File: config.mk
export PLATFORM = sky130hd
export DESIGN_NAME = usr_shift8
export DESIGN_NICKNAME = d
export VERILOG_FILES = /design/src/rtl/usr_pkg.sv /design/src/rtl/usr_cell.sv /design/src/rtl/usr_bus_gate.sv /design/src/rtl/usr_shift8.sv
export SDC_FILE = /design/constraint.sdc
export NUM_CORES = 1
export LEC_CHECK = 0
export CAP_MARGIN = 5
export CORE_UTILIZATION = 35
export DETAILED_ROUTE_END_ITERATION = 8
export GPL_TIMING_DRIVEN = 0
export HOLD_SLACK_MARGIN = 0.08
export PLACE_DENSITY = 0.85
export SYNTH_ARGS = -nofsm -noshare
export SYNTH_HDL_FRONTEND = slang
export SYNTH_SLANG_ARGS = --single-unit
File: constraint.sdc
create_clock -name clk -period 1.3 [get_ports clk]
set_input_delay 0.13 -clock clk [delete_from_list [all_inputs] [get_ports clk]]
set_output_delay 0.13 -clock clk [all_outputs]
set_load 0.05 [all_outputs]
File: src/rtl/usr_pkg.sv
// Package: shared mode encoding for the universal shift register.
// Assumes the two-bit mode code is decoded identically by every stage.
package usr_pkg;
    typedef enum logic [1:0] {
        USR_HOLD = 2'b00,
        USR_TO_H = 2'b01,
        USR_TO_A = 2'b10,
        USR_LOAD = 2'b11
    } usr_mode_e;
endpackage

File: src/rtl/usr_cell.sv
// Module: next-value selector for one register stage.
// Picks between keeping the stage, taking the neighbour on the A side,
// taking the neighbour on the H side, or taking the parallel bit.
// Assumes the caller supplies the serial inputs in place of missing neighbours.
module usr_cell
    import usr_pkg::*;
(
    input  usr_mode_e mode,
    input  logic      cur,
    input  logic      from_a_side,
    input  logic      from_h_side,
    input  logic      par_bit,
    output logic      nxt
);
    // Select the stage's next value from the mode code.
    always_comb begin
        unique case (mode)
            USR_HOLD: nxt = cur;
            USR_TO_H: nxt = from_a_side;
            USR_TO_A: nxt = from_h_side;
            USR_LOAD: nxt = par_bit;
            default:  nxt = cur;
        endcase
    end
endmodule

File: src/rtl/usr_bus_gate.sv
// Module: drive-enable decision for the shared parallel bus.
// The register drives only outside load mode and only with both
// active-low enables low. Assumes the pad logic turns bus_oe into tri-state.
module usr_bus_gate
    import usr_pkg::*;
(
    input  usr_mode_e mode,
    input  logic      oe1_n,
    input  logic      oe2_n,
    output logic      drive
);
    logic enables_on;
    logic not_loading;

    // Combine both enables; either one high blocks the drive.
    always_comb enables_on = ~(oe1_n | oe2_n);

    // The bus turns around to an input while loading.
    always_comb not_loading = (mode != USR_LOAD);

    // Final drive decision.
    always_comb drive = enables_on & not_loading;
endmodule

File: src/rtl/usr_shift8.sv
// Module: universal shift register with a shared parallel bus.
// Stage A is the top bit, stage H bit 0. The clear is asynchronous and
// active low; it is the block's functional clear and its only reset.
// Assumes clk is free-running and clr_n is released away from clock edges.
module usr_shift8
    import usr_pkg::*;
#(
    parameter int WIDTH = 8
) (
    input  logic             clk,
    input  logic             clr_n,
    input  logic [1:0]       mode,
    input  logic             ser_a_in,
    input  logic             ser_h_in,
    input  logic             oe1_n,
    input  logic             oe2_n,
    input  logic [WIDTH-1:0] bus_in,
    output logic [WIDTH-1:0] bus_out,
    output logic             bus_oe,
    output logic             q_a,
    output logic             q_h
);
    localparam int TOP = WIDTH - 1;

    usr_mode_e        mode_e;
    logic [WIDTH-1:0] stages;
    logic [WIDTH-1:0] stages_nxt;

    // Interpret the raw mode pins as the shared encoding.
    always_comb mode_e = usr_mode_e'(mode);

    // One selector per stage; the end stages take the serial inputs.
    for (genvar i = 0; i < WIDTH; i++) begin : g_stage
        logic a_side;
        logic h_side;
        if (i == TOP) begin : g_a_end
            always_comb a_side = ser_a_in;
        end else begin : g_a_mid
            always_comb a_side = stages[i+1];
        end
        if (i == 0) begin : g_h_end
            always_comb h_side = ser_h_in;
        end else begin : g_h_mid
            always_comb h_side = stages[i-1];
        end
        usr_cell u_cell (
            .mode        (mode_e),
            .cur         (stages[i]),
            .from_a_side (a_side),
            .from_h_side (h_side),
            .par_bit     (bus_in[i]),
            .nxt         (stages_nxt[i])
        );
    end

    // Stage register with asynchronous clear taking priority over all modes.
    always_ff @(posedge clk or negedge clr_n) begin
        if (!clr_n) stages <= '0;
        else        stages <= stages_nxt;
    end

    // Bus drive decision.
    usr_bus_gate u_gate (
        .mode  (mode_e),
        .oe1_n (oe1_n),
        .oe2_n (oe2_n),
        .drive (bus_oe)
    );

    // Contents toward the bus and the always-live end outputs.
    always_comb begin
        bus_out = stages;
        q_a     = stages[TOP];
        q_h     = stages[0];
    end
endmodule

==> results.sh <==
export IMPL_area_growth_pct=55.6
export IMPL_num_rows=12
export IMPL_hold_viol=0
export IMPL_cts_hold_buffers=0
export IMPL_dr_pass1_iters=2
export IMPL_pre_cts_slack_ns=-0.411
export IMPL_ys_warn_count=0
export IMPL_cts_setup_buffers=0
export IMPL_ant_nets=0
export IMPL_dieArea_sq_um=1490
export IMPL_design_core_area_sq_um=1170
export IMPL_port_buffers=24
export IMPL_synth_fp_nets=43
export IMPL_io_pins=27
export IMPL_dieWidth_microns=38.7
export IMPL_crit_family="buffers and inverters"
export IMPL_drtIter0Drc=1
export IMPL_finalMaxSlewViolations=0
export IMPL_synth_ff_type="dfrtp_1"
export IMPL_crit_chain="buf_4 > clkdlybuf4s15_2"
export IMPL_relSlewSlack=0.773
export IMPL_required_ns=1.17
export IMPL_drc=0
export IMPL_synth_cell_types=5
export IMPL_ys_ff_latch=8
export IMPL_max_vdd_ir_drop_mv=0.549
export IMPL_synth_cells=27
export IMPL_cp_max_fo=4
export IMPL_grt_max_degree=10
export IMPL_fmax_mhz=804
export IMPL_place_detailed_hpwl_microns=722
export IMPL_drive_gt1_frac=0.611
export IMPL_cts_sinks=8
export IMPL_rsz0062_at_grt="false"
export IMPL_wl_microns=899
export IMPL_fin_skew_ns=0.00451
export IMPL_routedWlPerCell_microns=13.2
export IMPL_antenna_found_initial=0
export IMPL_status="completed"
export IMPL_hp_class="in -> async"
export IMPL_postSynthAreaPerCell_sq_um=17.4
export IMPL_crit_type="reg -> out"
export IMPL_cts_resized=30
export IMPL_num_nets_final=72
export IMPL_grt_util_all_layers=0.172
export IMPL_die_h_microns=38.7
export IMPL_clk_root_buffer_cell="clkbuf_4"
export IMPL_tritoncts="built"
export IMPL_setup_tns_ns=0
export IMPL_worst_pin_slew_ns=0.339
export IMPL_start_util=0.402
export IMPL_start_kind="flip-flop"
export IMPL_endpoint_kind="primary output"
export IMPL_syn_area_sq_um=470
export IMPL_cts_buffers=3
export IMPL_place_congestion=0.690
export IMPL_clkLatencyLatePin_ns=0.25
export IMPL_critPathBufInv=2
export IMPL_grt_pass1_vias=342
export IMPL_seq_area_frac_synth=0.426
export IMPL_async_flop_share=1.00
export IMPL_synth_common_cells="8 x buf_4, 8 x dfrtp_1, 8 x mux4_2"
export IMPL_setup_slack_ns=0.0567
export IMPL_synth_edf_count=0
export IMPL_drt_vias_per_instance=4.99
export IMPL_grt_pass1_wl_mm=1.55
export IMPL_clk_path_buf_depth=2
export IMPL_n_fill_cell=103
export IMPL_power_density_nw_per_um2=1520
export IMPL_finalCriticalPeriod_ns=1.24
export IMPL_ys_top_cells_by_area="dfrtp_1 43%, mux4_2 38%, buf_4 13%"
export IMPL_synth_top_area_share=0.426
export IMPL_grt_ovfl_total=0
export IMPL_clk_pin_slew_ns=0.05
export IMPL_period_share=0.956
export IMPL_maxCapViolCount=0
export IMPL_cts_htree_levels=1
export IMPL_worst_ep_arrival_time_ns=1.11
export IMPL_p_leak_nw=0.311
export IMPL_antenna_cells=0
export IMPL_slowest_delay_ns=0.40
export IMPL_critPathSlowestCell="dfrtp_1"
export IMPL_yosysTopAreaCell="dfrtp_1"
export IMPL_finalSetupViolCount=0
export IMPL_largest_reg_flops=8
export IMPL_vias=339
## kinds of logic after synthesis
group / synth area share
buffers and inverters: 0.176
multiplexers: 0.383
flip-flops: 0.426
AO/OA/AOI/OAI: 0.0160
## worst paths after layout
| kind | start | end | slack [ns] | depth (start not counted) |
|---|---|---|---|---|
| worst max-delay path | bus_out[0]$_DFFE_PN0P_ | bus_out[0] | 0.06 | 2 |
| worst min-delay path | clr_n | bus_out[0]$_DFFE_PN0P_ | 0.14 | 1 |
| worst max register to register | bus_out[6]$_DFFE_PN0P_ | bus_out[6]$_DFFE_PN0P_ | 0.29 | 1 |
| worst min register to register | bus_out[7]$_DFFE_PN0P_ | bus_out[7]$_DFFE_PN0P_ | 0.65 | 1 |
| max in group asynchronous | clr_n | bus_out[1]$_DFFE_PN0P_ | 0.90 | 1 |
| min in group clk | mode[0] | bus_out[3]$_DFFE_PN0P_ | 0.22 | 2 |
## power breakdown
| group | total [mW] | internal, mW | switching, mW |
|---|---|---|---|
| Combinational | 0.562 | 0.254 | 0.308 |
| Clock | 0.188 | 0.106 | 0.0825 |
| Sequential | 0.359 | 0.304 | 0.0557 |
## per-stage QoR
| step | std cells | power (mW) | cell area [sq um] | util | hold slack (ns) |
|---|---|---|---|---|---|
| after floorplan | 27 | 0.778 | 475 | - | -0.166 |
| after global placement | 65 | 0.966 | 733 | 0.626 | 0.421 |
| after detailed placement | 65 | 0.974 | 733 | 0.626 | 0.429 |
| after CTS | 68 | 1.14 | 766 | 0.654 | 0.151 |
| after global routing | 68 | 1.17 | 732 | 0.625 | 0.166 |
| final | 68 | 1.11 | 732 | 0.625 | 0.143 |
## area by class of cell
| type | count | area [sq um] | area share |
|---|---|---|---|
| Timing Repair Buffer | 24 | 216 | 0.296 |
| Buffer | 10 | 82.6 | 0.113 |
| Multi-Input combinational cell | 9 | 193 | 0.263 |
| Sequential cell | 8 | 200 | 0.274 |
| Clock buffer | 3 | 22.5 | 0.0308 |
| Tap cell | 14 | 17.5 | 0.0239 |
## layer usage
| metal | track usage | wire (microns) | share of wire | vias up |
|---|---|---|---|---|
| met5 | 0 | 0 | 0 | - |
| met4 | 0.181 | 43 | 0.048 | 0 |
| met3 | 0.0347 | 51 | 0.057 | 4 |
| met2 | 0.246 | 428 | 0.48 | 19 |
| met1 | 0.204 | 375 | 0.42 | 164 |
| li1 | - | - | - | 152 |
## layout by cell type (no fill, tap or decap)
| cell | synthesis | routed |
|---|---|---|
| dfrtp_1 | 8 | 8 |
| buf_4 | 8 | 8 |
| mux4_2 | 8 | 8 |
| clkdlybuf4s50_1 | 0 | 13 |
| buf_2 | 0 | 4 |
| a211oi_2 | 0 | 1 |
| clkdlybuf4s15_2 | 0 | 5 |
| clkbuf_2 | 0 | 2 |
| clkbuf_4 | 0 | 3 |
| buf_6 | 2 | 2 |
Power figures use the tool's default switching activity.
